==> src/rtl/pdn_pkg.sv <==
package pdn_pkg;
   typedef enum logic [1:0] {
      FILT_OFF   = 2'b00,
      FILT_SHORT = 2'b01,
      FILT_MID   = 2'b10,
      FILT_LONG  = 2'b11
   } filt_code_e;
endpackage

==> src/rtl/pdn_quiet_agg.sv <==
module pdn_quiet_agg #(
   parameter int NUM_CH = 4
) (
   input  logic [NUM_CH-1:0] ch_irq_pend,
   input  logic [NUM_CH-1:0] ch_tx_idle,
   input  logic [NUM_CH-1:0] ch_rx_idle,
   output logic              all_quiet
);
   logic [NUM_CH-1:0] ch_quiet;

   for (genvar i = 0; i < NUM_CH; i++) begin : g_ch
      assign ch_quiet[i] = ~ch_irq_pend[i] & ch_tx_idle[i] & ch_rx_idle[i];
   end

   assign all_quiet = &ch_quiet;
endmodule

==> src/rtl/pdn_window_timer.sv <==
module pdn_window_timer
   import pdn_pkg::*;
#(
   parameter int TERM_A = 1024,
   parameter int TERM_B = 16384,
   parameter int TERM_C = 262144,
   localparam int CNT_W = $clog2(TERM_C + 1)
) (
   input  logic       clk,
   input  logic       rst_n,
   input  logic       all_quiet,
   input  filt_code_e code,
   output logic       fire
);
   logic [CNT_W-1:0] cnt_q;
   logic [CNT_W-1:0] term_m1;
   logic             fired_q;
   logic             en;

   assign en = (code != FILT_OFF);

   always_comb begin
      unique case (code)
         FILT_SHORT: term_m1 = CNT_W'(TERM_A - 1);
         FILT_MID:   term_m1 = CNT_W'(TERM_B - 1);
         FILT_LONG:  term_m1 = CNT_W'(TERM_C - 1);
         default:    term_m1 = '0;
      endcase
   end

   assign fire = en & all_quiet & ~fired_q & (cnt_q >= term_m1);

   always_ff @(posedge clk or negedge rst_n) begin
      if (!rst_n) begin
         cnt_q   <= '0;
         fired_q <= 1'b0;
      end else if (!en || !all_quiet) begin
         cnt_q   <= '0;
         fired_q <= 1'b0;
      end else begin
         if (!fired_q && (cnt_q < term_m1)) cnt_q <= cnt_q + 1'b1;
         if (fire) fired_q <= 1'b1;
      end
   end
endmodule

==> src/rtl/pdn_sticky_stat.sv <==
module pdn_sticky_stat (
   input  logic clk,
   input  logic rst_n,
   input  logic en,
   input  logic fire,
   input  logic status_rd,
   input  logic irq_mask,
   input  logic gp_in,
   output logic stat_q,
   output logic stat_bit,
   output logic pd_irq
);
   always_ff @(posedge clk or negedge rst_n) begin
      if (!rst_n) stat_q <= 1'b0;
      else        stat_q <= en & (fire | (stat_q & ~status_rd));
   end

   assign stat_bit = en ? stat_q : gp_in;
   assign pd_irq   = stat_q & irq_mask;
endmodule

==> src/rtl/pdn_idle_detect.sv <==
module pdn_idle_detect
   import pdn_pkg::*;
#(
   parameter int NUM_CH = 4,
   parameter int TERM_A = 1024,
   parameter int TERM_B = 16384,
   parameter int TERM_C = 262144
) (
   input  logic              clk,
   input  logic              rst_n,
   input  logic [NUM_CH-1:0] ch_irq_pend,
   input  logic [NUM_CH-1:0] ch_tx_idle,
   input  logic [NUM_CH-1:0] ch_rx_idle,
   input  logic [1:0]        filt_code,
   input  logic              irq_mask,
   input  logic              status_rd,
   input  logic              gp_in,
   output logic              stat_bit,
   output logic              pd_irq
);
   if (NUM_CH < 1) begin : g_bad_ch
      $error("pdn_idle_detect: NUM_CH must be at least 1");
   end
   if (TERM_A < 1) begin : g_bad_a
      $error("pdn_idle_detect: TERM_A must be at least 1");
   end
   if (!(TERM_A < TERM_B && TERM_B < TERM_C)) begin : g_bad_order
      $error("pdn_idle_detect: windows must increase A < B < C");
   end

   filt_code_e code;
   logic       all_quiet;
   logic       timer_fire;
   logic       stat_q;

   assign code = filt_code_e'(filt_code);

   pdn_quiet_agg #(.NUM_CH(NUM_CH)) u_agg (
      .ch_irq_pend(ch_irq_pend),
      .ch_tx_idle (ch_tx_idle),
      .ch_rx_idle (ch_rx_idle),
      .all_quiet  (all_quiet)
   );

   pdn_window_timer #(.TERM_A(TERM_A), .TERM_B(TERM_B), .TERM_C(TERM_C)) u_timer (
      .clk      (clk),
      .rst_n    (rst_n),
      .all_quiet(all_quiet),
      .code     (code),
      .fire     (timer_fire)
   );

   pdn_sticky_stat u_stat (
      .clk      (clk),
      .rst_n    (rst_n),
      .en       (code != FILT_OFF),
      .fire     (timer_fire),
      .status_rd(status_rd),
      .irq_mask (irq_mask),
      .gp_in    (gp_in),
      .stat_q   (stat_q),
      .stat_bit (stat_bit),
      .pd_irq   (pd_irq)
   );
endmodule

==> config.mk <==
export PLATFORM = sky130hd
export DESIGN_NAME = pdn_idle_detect
export DESIGN_NICKNAME = d
export VERILOG_FILES = /design/src/rtl/pdn_pkg.sv /design/src/rtl/pdn_quiet_agg.sv /design/src/rtl/pdn_window_timer.sv /design/src/rtl/pdn_sticky_stat.sv /design/src/rtl/pdn_idle_detect.sv
export SDC_FILE = /design/constraint.sdc
export NUM_CORES = 1
export LEC_CHECK = 0
export ABC_AREA = 1
export CAP_MARGIN = 20
export CORE_ASPECT_RATIO = 0.7
export CORE_MARGIN = 5
export CORE_UTILIZATION = 45
export CTS_BUF_LIST = sky130_fd_sc_hd__clkbuf_16
export CTS_CLUSTER_SIZE = 28
export DETAILED_ROUTE_END_ITERATION = 7
export DONT_BUFFER_PORTS = 1
export PLACE_DENSITY_LB_ADDON = 0.25
export SLEW_MARGIN = 25
export SYNTH_ARGS = -nofsm -noshare
export SYNTH_HDL_FRONTEND = slang
export SYNTH_SLANG_ARGS = --single-unit
==> constraint.sdc <==
create_clock -name clk -period 2.3 [get_ports clk]
set_input_delay 0.23 -clock clk [delete_from_list [all_inputs] [get_ports clk]]
set_output_delay 0.23 -clock clk [all_outputs]
set_load 0.02 [all_outputs]
==> results of run 1 <==
[layer usage]
metal | global-route usage | up-vias | share of wire
met5 | 0 | - | 0
met4 | 0.0289 | 0 | 0.0049
met3 | 0.0316 | 2 | 0.051
met2 | 0.230 | 27 | 0.41
met1 | 0.251 | 644 | 0.53
li1 | - | 747 | -
[final cells by class]
class	instances	area [um2]
inverters	45	169
clock buffers	3	75.1
repair buffers	6	45.0
multi-input cells	165	875
flip-flops and latches	21	526
fillers	346	1710
clock inverters	1	5.00
well taps	50	62.6
[path summary, 6_finish.rpt]
kind	from	end	slack [ns]	cells past startpoint
max	u_timer.cnt_q[12]	u_timer.cnt_q[2]	0.22	11
min	status_rd	u_stat.stat_q	0.08	1
max reg2reg	u_timer.cnt_q[12]	u_timer.cnt_q[2]	0.22	11
min reg2reg	u_timer.cnt_q[1]	u_timer.cnt_q[1]	0.51	2
max in group asynchronous	rst_n	u_timer.cnt_q[10]	1.45	2
min in group asynchronous	rst_n	u_timer.cnt_q[18]	0.51	2
[worst reg2reg max path, stage by stage (launching register included)]
cell     delay, ns
dfrtp_1       0.42
ha_1          0.33
a21oi_1       0.13
o21ai_0       0.10
nand2_1       0.06
nand3_1       0.10
nor2_4        0.16
nand3_2       0.09
inv_1         0.24
nand2_1       0.11
o21ai_0       0.16
nor2_1        0.06
[through the flow]
| step | area [um2] | worst slack [ns] | total power, mW |
|---|---|---|---|
| 2_1_floorplan | 1590 | 0.510 | 0.400 |
| 3_3_place_gp | 1660 | 0.246 | 0.405 |
| 3_5_place_dp | 1660 | 0.221 | 0.406 |
| 4_1_cts | 1750 | 0.212 | 0.791 |
| 5_1_grt | 1760 | 0.0202 | 0.816 |
| 6_report | 1760 | 0.225 | 0.780 |
[cell usage after synthesis (all sizes together)]
master,n
a21oi,13
and3,2
inv,44
ha,9
nand2,70
o21bai,4
nand3,16
nor4b,1
nand4,4
o21ai,15
nor3,3
clkinv,1
dfrtp,21
nor2,27
buf,2
nor4,1
[repair_timing]
action                                  4_1_cts  5_1_grt
hold buffers                                  1        1
endpoints found under the hold margin        21       21
resized for setup                             0        0
endpoints found under the setup margin        0        0
[state kept, by name, indices dropped and copies added, names as in the netlist]
name,count
u_stat.stat_q,1
u_timer.cnt_q,19
u_timer.fired_q,1
[cell families after synthesis]
group | Yosys count | share of synthesized area
buffers and inverters | 47 | 0.117
AO/OA/AOI/OAI | 32 | 0.107
adder cells (fa/ha/maj) | 9 | 0.0710
AND/OR/NAND/NOR | 124 | 0.373
flip-flops | 21 | 0.331
[power by group]
group	switching, mW	leakage, nW	total, mW	internal (mW)
Clock	0.138	0.0409	0.371	0.234
Combinational	0.0271	0.519	0.0391	0.0120
Sequential	0.00000453	0.294	0.369	0.369
Total	0.165	0.853	0.780	0.615
==> key figures, run 1 <==
Floorplan
  – Die X: 80.9 um
  – DIE HEIGHT: between 50 and 60 um
  – DIE AREA: slightly below 0.005 mm2
  – Core ar.: roughly 0.0035 mm2
  – Initial Util: 0.457
  – Row Count: 18
  – Ports: 21

STA
  – Clk_skew: approximately 0.0034 ns
  – Slew margin rel.: 0.668
  – Worst-margin pin slew: between 0.4 and 0.5 ns
  – Fmax: 482 MHz
  – Final Max Tran Viols: 0
  – RSZ-0062 raised after global routing: no
  – Final setup fails: 0
  – Crit share post-route: 0.902
  – Setup TNS: 0 ns
  – Final hold viol count: 0
  – Min cycle time layout: 2.08 ns
  – Hold_ws: approximately 0.081 ns

CTS
  – Postcts setup bufs: 0
  – Max Buffers Root-to-Sink: 2
  – Worst-Skew Late Latency: roughly 0.25 ns
  – CTS tree: built
  – H-tree Lvls: 1
  – TritonCTS Buffers: 3
  – Clock root buffer: clkbuf_16
  – Clk sinks: 21
  – Clock transition at path regs: approximately 0.06 ns

Global route
  – Pin count of the biggest net entering global routing: 22
  – Antenna violations before repair: 0
  – GRT overflow: 0
  – First-pass GRT wire length: 5940 um
  – Overall global routing resource usage: 0.161
  – Vias in the first global route: ~1.3k

Synth
  – Synth top area cells: dfrtp_1 (33%), nand2_1 (16%), inv_1 (9.9%)
  – Seq cells post-synth: 21
  – Sequential area share after synthesis: 0.331
  – Mapped Area: 0.00159 mm2
  – Yosys top cell area share: 0.331
  – Post-synthesis cell type count: 24
  – Synth warn: 0
  – Net Count, Synth: 261
  – Largest area contributor in the netlist: dfrtp_1
  – Gate Count Post-Synth: about 230
  – Avg Cell Area, Syn: just under 7 um2

Setup path
  – Critical Path RT: roughly 2.5 ns
  – Critical Path AT: between 2 and 2.5 ns
  – Slowest stage delay, CP: around 0.42 ns
  – Crit Path Category: reg2reg
  – CP cell instances: ha_1 -> a21oi_1 -> o21ai_0 -> nand2_1 -> nand3_1 -> nor2_4 -> nand3_2 -> inv_1 -> nand2_1 -> o21ai_0 -> nor2_1
  – Crit-path leading delay family: simple AND/OR/NAND/NOR gates
  – Max stage delay cell, worst path: dfrtp_1
  – Worst path bufs/invs: 1
  – Endpoint class of the critical path: flop
  – Max FO, Critical Path: 8
  – CP startpoint kind: flop

Power
  – P per Cell Area: roughly 440 mW/mm2
  – Leakage power: 0.853 nW
  – Worst vdd ir: 0.275 mV

Status
  – Run status: finished clean

Place
  – Buffers on Ports: 0
  – Global placement routability congestion: around 0.84
  – DP HPWL: roughly 2700 um
  – Placed cells: 285

Worst hold path
  – HP Class: in2reg

Final layout
  – Util after Layout: 0.506
  – Final Non-Filler Cells: 291
  – Commonest non-fill, non-tap cell in the layout: nand2_1
  – Most frequent cells in the layout: nand2_1 (66), inv_1 (42), dfrtp_1 (21), nor2_1 (19), o21ai_0 (15)
  – Antenna Cells: 0
  – NumNets Final: 270
  – Share of layout cells above drive strength 1: 0.112
  – Area Growth Syn to Fin: 10.8%

Routing
  – DRT Pass-1 Iters: 4
  – DRC: 0
  – DRT iter0 DRCs: 128
  – Post-DRT Antenna Nets: 0
  – Wire length per cell: between 10 and 15 um
  – Vias per cell: 4.88
  – Detailed-route wire length: 3460 um
  – Vias: around 1.4k

Run
  – MaxCap Viol Count: 0
Power figures use the tool's default switching activity.
==> inputs of run 2 (changes only) <==
- ABC_CLOCK_PERIOD_IN_PS: default -> 2300
- CTS_BUF_LIST: sky130_fd_sc_hd__clkbuf_16 -> sky130_fd_sc_hd__clkbuf_8
==> run 2 against run 1 <==
Clock skew shrank 0.00067 ns. Sequential power about the same. Combinational power about the same. Wire length barely moved. Utilization fell by 0.97 points. Critical path type unchanged. Maximum frequency decreased by 0.47%. Worst hold slack worse by 0.015 ns. Highest routed layer unchanged. Sequential share of layout area increased by 0.59 points. Global-route usage is 0.13 points lower. Critical path depth unchanged.
==> key figures, run 2 (same netlist as run 1, synthesis figures left out) <==
Setup path
  – Critical Path RT: 2.46 ns (about the same)
  – Terminus of the critical flop-to-flop path: u_timer.cnt_q[2]
  – CP startpoint kind: flop
  – CP cell instances: ha_1 -> a21oi_1 -> o21ai_0 -> nand2_1 -> nand3_1 -> nor2_4 -> nand3_2 -> inv_1 -> nand2_1 -> o21ai_0 -> nor2_1
  – Max stage delay cell, worst path: dfrtp_1
  – Slowest stage delay, CP: 0.42 ns (about the same)
  – Worst-case reg-to-reg path depth: 11 (unchanged)
  – Internal reg-to-reg setup slack: 0.21 ns (about the same)
  – Critical Path AT: 2.24 ns (+0.02 ns)
  – Critical Path Sink: u_timer.cnt_q[2]
  – Critical Path Stages: 11 (unchanged)
  – Max FO, Critical Path: 8 (unchanged)
  – Crit Path Category: reg2reg
  – CP startpoint: u_timer.cnt_q[12]
  – Worst path bufs/invs: 1 (unchanged)
  – R2R Path Start: u_timer.cnt_q[12]
  – Endpoint class of the critical path: flop
  – Crit-path leading delay family: simple AND/OR/NAND/NOR gates

Final layout
  – Biggest regs: u_timer.cnt_q x19, u_stat.stat_q x1, u_timer.fired_q x1
  – Antenna Cells: 0 (unchanged)
  – Commonest non-fill, non-tap cell in the layout: nand2_1
  – Fillers: 351 (+1.4%)
  – NumNets Final: 270 (unchanged)
  – Max FFs per register: 19 (unchanged)
  – Share of layout cells above drive strength 1: 0.112 (unchanged)
  – Area Growth Syn to Fin: 8.68%
  – Most frequent cells in the layout: nand2_1 (66), inv_1 (42), dfrtp_1 (21), nor2_1 (19), o21ai_0 (15)
  – Biggest register: u_timer.cnt_q
  – Post-route design area: 0.00172 mm2 (-1.9%)

Global route
  – Antenna violations before repair: 0 (unchanged)
  – Pin count of the biggest net entering global routing: 22 (unchanged)
  – First-pass GRT wire length: 5890 um (-0.93%)
  – Vias in the first global route: 1248 (-1.9%)
  – Overall global routing resource usage: 0.160 (-0.00135)
  – GRT overflow: 0 (unchanged)

Routing
  – Detailed-route wire length: 3460 um (about the same)
  – DRT iter0 DRCs: 104 (-19%)
  – Wire length per cell: 11.9 um (about the same)
  – Post-DRT Antenna Nets: 0 (unchanged)
  – Vias: 1416 (-0.28%)
  – Vias per cell: 4.87 (-0.28%)
  – DRC: 0 (unchanged)
  – DRT Pass-1 Iters: 4 (unchanged)

STA
  – Fin worst setup slack: 0.215 ns (-0.00987 ns)
  – Worst-margin pin slew: 0.492 ns (-0.00619 ns)
  – Fmax: 480 MHz (-0.47%)
  – Setup TNS: 0 ns (unchanged)
  – Clk_skew: 0.00274 ns (-0.000670 ns)
  – RSZ-0062 raised after global routing: no
  – Slew margin rel.: 0.672 (+0.00413)
  – Min cycle time layout: 2.09 ns (+0.00987 ns)
  – Final setup fails: 0 (unchanged)
  – Crit share post-route: 0.907 (+0.00429)
  – Final hold viol count: 0 (unchanged)
  – Final Max Tran Viols: 0 (unchanged)

CTS
  – Clk sinks: 21 (unchanged)
  – Postcts setup bufs: 0 (unchanged)
  – Max Buffers Root-to-Sink: 2 (unchanged)
  – Clock transition at path regs: 0.08 ns (+0.02 ns)
  – Worst-Skew Late Latency: 0.26 ns (about the same)
  – TritonCTS Buffers: 3 (unchanged)
  – Hold Buf Count CTS: 1 (unchanged)
  – Gates resized, CTS repair: 0 (unchanged)
  – H-tree Lvls: 1 (unchanged)
  – Clock root buffer: clkbuf_8
  – CTS tree: built

Floorplan
  – Core ar.: 0.00347 mm2 (unchanged)
  – Die X: 80.9 um (unchanged)
  – Ports: 21 (unchanged)
  – Row Count: 18 (unchanged)
  – Initial Util: 0.457 (unchanged)
  – DIE AREA: 0.00483 mm2 (unchanged)
  – DIE HEIGHT: 59.7 um (unchanged)

Status
  – Run status: finished clean

Place
  – DP HPWL: 2740 um (unchanged)
  – Worst slack at placement: 0.221 ns (unchanged)
  – Global placement routability congestion: 0.842 (unchanged)
  – Placed Area: 0.00166 mm2 (unchanged)
  – Buffers on Ports: 0 (unchanged)

Power
  – Worst vdd ir: 0.354 mV (+29%)
  – P per Cell Area: 380 mW/mm2 (-14%)
  – Leakage power: 0.838 nW (-1.8%)

Run
  – MaxCap Viol Count: 0 (unchanged)

Worst hold path
  – HP Class: in2reg
run 2: changes by cell type in the layout (fill, tap and decap cells not counted):
cell	before	now
clkbuf_16	3	0
clkbuf_8	0	3
run 2: layout make-up:
| cell class | instances | area, um2 | share of cell area |
|---|---|---|---|
| tap | 50 | 62.6 | 0.0363 |
| sequential | 21 | 526 | 0.305 |
| clock buffer | 3 | 41.3 | 0.0240 |
| multi-input combinational | 165 | 875 | 0.508 |
| inverter | 45 | 169 | 0.0980 |
| clock inverter | 1 | 5.00 | 0.00290 |
| timing repair buffer | 6 | 45.0 | 0.0261 |
run 2: worst min path at each step:
| stage | start | to | slack [ns] | depth (start not counted) |
|---|---|---|---|---|
| floorplan | rst_n | u_stat.stat_q | -0.07 | 0 |
| global placement | rst_n | u_stat.stat_q | -0.07 | 0 |
| detailed placement | rst_n | u_stat.stat_q | -0.07 | 0 |
| CTS | status_rd | u_stat.stat_q | 0.06 | 1 |
| global route | status_rd | u_stat.stat_q | 0.08 | 1 |
| finish | status_rd | u_stat.stat_q | 0.07 | 1 |
run 2: stage by stage:
stage / instances / power, mW / hold slack (ns) / util
after CTS: 290 / 0.667 / 0.0616 / 0.495
after floorplan: 233 / 0.400 / -0.0656 / -
after global routing: 291 / 0.692 / 0.0811 / 0.497
after detailed placement: 285 / 0.406 / -0.0652 / 0.479
final: 291 / 0.655 / 0.0667 / 0.497
after global placement: 285 / 0.405 / -0.0652 / 0.479
run 2: routing by layer:
metal	wire length, um	GRT usage	vias to the layer above
met3	168	0.0316	5
met2	1390	0.218	35
li1	-	-	748
met4	34	0.0434	0
met5	0	0	-
met1	1870	0.252	628
run 2: power breakdown:
group          switching, mW  leakage, nW  internal, mW  total, mW
registers         0.00000462        0.294         0.369      0.369
clock network          0.126       0.0255         0.121      0.247
logic                 0.0270        0.519        0.0120     0.0390
==> inputs of run 3 (changes only) <==
- ABC_AREA: 1 -> 0
==> run 3 against run 2 <==
The flow now finishes with violations (negative setup slack). Synthesized cell count shrank 33%. Non-clock buffer count grew 25. Critical path depth shrank 4. Sequential cell count is the same. Critical endpoint is now u_timer.cnt_q[15]. Largest power group unchanged. Highest routed layer unchanged.
==> key figures, run 3 <==
Floorplan
  – Ports: 21 (unchanged)
  – Core ar.: 0.00308 mm2 (-11%)
  – Row Count: 17 (-1)
  – Die X: 77.0 um (-4.9%)
  – Initial Util: 0.458 (+0.000942)
  – DIE AREA: 0.00438 mm2 (-9.3%)
  – DIE HEIGHT: 56.9 um (-4.7%)

STA
  – Slew margin rel.: 0.575 (-0.0968)
  – Fin worst setup slack: -0.220 ns (-0.435 ns)
  – Fmax: 397 MHz (-17%)
  – Final Max Tran Viols: 0 (unchanged)
  – Worst-margin pin slew: 0.637 ns (+0.145 ns)
  – Min cycle time layout: 2.52 ns (+0.435 ns)
  – Crit share post-route: 1.10 (+0.189)
  – Final hold viol count: 0 (unchanged)
  – Final setup fails: 13 (+13)
  – Clk_skew: 0.00329 ns (+0.000549 ns)
  – Setup TNS: -1.61 ns (-1.61 ns)
  – RSZ-0062 raised after global routing: yes

Routing
  – DRT iter0 DRCs: 148 (+42%)
  – Wire length per cell: 17.7 um (+49%)
  – DRT Pass-1 Iters: 4 (unchanged)
  – Vias per cell: 6.22 (+28%)
  – Detailed-route wire length: 3920 um (+13%)
  – Vias: 1375 (-2.9%)
  – DRC: 0 (unchanged)
  – WL met2: 1730 um (+24%)
  – M1 wire length: 1870 um (-0.11%)
  – DR top layer: met4
  – Metal3 WL: 296 um (+76%)
  – Post-DRT Antenna Nets: 0 (unchanged)

Final layout
  – Commonest non-fill, non-tap cell in the layout: buf_4
  – NumNets Final: 212 (-21%)
  – Final Non-Filler Cells: 221 (-24%)
  – Biggest register: u_timer.cnt_q
  – Share of layout cells above drive strength 1: 0.350 (+0.238)
  – Antenna Cells: 0 (unchanged)
  – Max FFs per register: 19 (unchanged)
  – Biggest regs: u_timer.cnt_q x19, u_stat.stat_q x1, u_timer.fired_q x1
  – Most frequent cells in the layout: buf_4 (26), dfrtp_1 (21), nand2_1 (13), nor2_1 (12), a21oi_1 (9)
  – Area Growth Syn to Fin: 32.9%

Synth
  – Largest area contributor in the netlist: dfrtp_1
  – Gate Count Post-Synth: 155 (-33%)
  – Leading post-synthesis cells by instance count: dfrtp_1 (21), a21oi_1 (15), nand2_1 (13)
  – Synth Flop Type: dfrtp_1
  – Sequential area share after synthesis: 0.372 (+0.0405)
  – Avg Cell Area, Syn: 9.11 um2 (+34%)
  – Net Count, Synth: 183 (-30%)
  – Seq cells post-synth: 21 (unchanged)
  – Post-synthesis cell type count: 37 (+54%)
  – Synth warn: 0 (unchanged)
  – Ys async rst share: 1.00 (unchanged)
  – Most instantiated library cell after synthesis: dfrtp_1
  – Synth top area cells: dfrtp_1 (37%), ha_1 (8.0%), a21oi_1 (5.3%)
  – Yosys top cell area share: 0.372 (+0.0405)
  – Mapped Area: 0.00141 mm2 (-11%)
  – Post-synth EDFFs: 0 (unchanged)

Setup path
  – Critical Path RT: 2.49 ns (+0.03 ns)
  – Max FO, Critical Path: 7 (-1)
  – CP startpoint: u_timer.cnt_q[10]
  – Terminus of the critical flop-to-flop path: u_timer.cnt_q[15]
  – Worst-case reg-to-reg path depth: 7 (-4)
  – Slowest stage delay, CP: 0.55 ns (+0.13 ns)
  – CP cell instances: ha_4 -> nor3b_2 -> a2bb2oi_1 -> a2111o_1 -> or3_4 -> or4_4 -> a21oi_2
  – CP startpoint kind: flop
  – Crit Path Category: reg2reg
  – Internal reg-to-reg setup slack: -0.22 ns (-0.44 ns)
  – Endpoint class of the critical path: flop
  – Max stage delay cell, worst path: or4_4
  – R2R Path Start: u_timer.cnt_q[10]
  – Critical Path Sink: u_timer.cnt_q[15]
  – Critical Path AT: 2.71 ns (+0.47 ns)

CTS
  – Max Buffers Root-to-Sink: 2 (unchanged)
  – Clk sinks: 21 (unchanged)
  – Clock root buffer: clkbuf_8
  – Clock transition at path regs: 0.08 ns (about the same)
  – TritonCTS Buffers: 3 (unchanged)
  – Worst-Skew Late Latency: 0.26 ns (about the same)
  – H-tree Lvls: 1 (unchanged)
  – CTS tree: built

Run
  – MaxCap Viol Count: 0 (unchanged)

Place
  – Worst slack at placement: -0.164 ns (-0.385 ns)
  – Placed cells: 208 (-27%)
  – Buffers on Ports: 0 (unchanged)
  – DP HPWL: 2710 um (-1.2%)
  – Global placement routability congestion: 0.928 (+10%)

Status
  – Run status: finished with violations
  – Failing checks: negative setup slack

Global route
  – Antenna violations before repair: 0 (unchanged)
  – Vias in the first global route: 1325 (+6.2%)
  – Pin count of the biggest net entering global routing: 22 (unchanged)
  – First-pass GRT wire length: 6130 um (+4.1%)
  – Overall global routing resource usage: 0.175 (+0.0157)
  – GRT overflow: 0 (unchanged)

Power
  – Worst vdd ir: 0.284 mV (-20%)
  – P per Cell Area: 346 mW/mm2 (-8.9%)
  – Leakage power: 0.749 nW (-11%)

Worst hold path
  – HP Class: in2reg
-- run 3: cell types whose count changed in the layout (fill, tap and decap cells not counted), sizes merged, moves of 4 or more --
cell	change
inv	-41
nor2	-15
or3	+5
nor4	+4
nand3	-11
nand2	-57
o21ai	-10
buf	+25
o31ai	+8
xnor2	+6
o21bai	-4
or4	+7
-- run 3: cell families after synthesis --
kind of cell / Yosys count / share of synthesized area
simple gates: 75 / 0.317
mux: 1 / 0.00797
compound gates: 33 / 0.148
xor+xnor: 6 / 0.0372
buf+inv: 10 / 0.0381
flops: 21 / 0.372
fa+ha+maj: 9 / 0.0797
-- run 3: worst min path at each step --
| stage | from | endpoint | slack (ns) | cells after the start |
|---|---|---|---|---|
| floorplan | rst_n | u_stat.stat_q | -0.07 | 0 |
| global placement | rst_n | u_timer.cnt_q[3] | -0.07 | 0 |
| detailed placement | rst_n | u_timer.cnt_q[3] | -0.07 | 0 |
| CTS | status_rd | u_stat.stat_q | 0.17 | 2 |
| global route | status_rd | u_stat.stat_q | 0.18 | 2 |
| finish | status_rd | u_stat.stat_q | 0.17 | 2 |
-- run 3: final cells by class --
class | count | area, um2
Tap cell | 38 | 47.5
Sequential cell | 21 | 526
Fill cell | 238 | 1210
Clock inverter | 1 | 3.75
Timing Repair Buffer | 31 | 244
Multi-Input combinational cell | 125 | 1010
Clock buffer | 3 | 41.3
Inverter | 2 | 7.51
-- run 3: where the power goes --
| part | internal (mW) | switching (mW) |
|---|---|---|
| combinational | 0.0136 | 0.0212 |
| clock | 0.119 | 0.127 |
| sequential | 0.369 | 0.00000464 |
-- run 3: what timing repair did --
action | 4_1_cts | 5_1_grt
setup buffers | 3 | 3
hold endpoints to repair | 21 | 21
setup endpoints to repair | 13 | 19
gates cloned | 1 | 0
resized for setup | 3 | 29
hold buffers | 1 | 1
pin swaps | 1 | 14
-- run 3: worst max-delay path: cells and delay by family, from the launching register on --
kind	cells	cell delay (ns)
flops	1	0.41
fa+ha+maj	1	0.22
compound gates	3	0.69
simple gates	3	1.13
-- run 3: layer usage --
layer  vias up  GRT usage
met5         -          0
met4         0     0.0399
met3         4     0.0545
met2        52      0.261
met1       675      0.247
li1        644          -
-- run 3: metrics by stage --
step | hold WS [ns] | power, mW | cell area (um2) | utilization
after global routing | 0.181 | 0.675 | 1880 | 0.609
after detailed placement | -0.0651 | 0.398 | 1590 | 0.516
final | 0.171 | 0.650 | 1880 | 0.609
after global placement | -0.0651 | 0.397 | 1590 | 0.516
after floorplan | -0.0656 | 0.394 | 1420 | -
after CTS | 0.171 | 0.650 | 1690 | 0.548
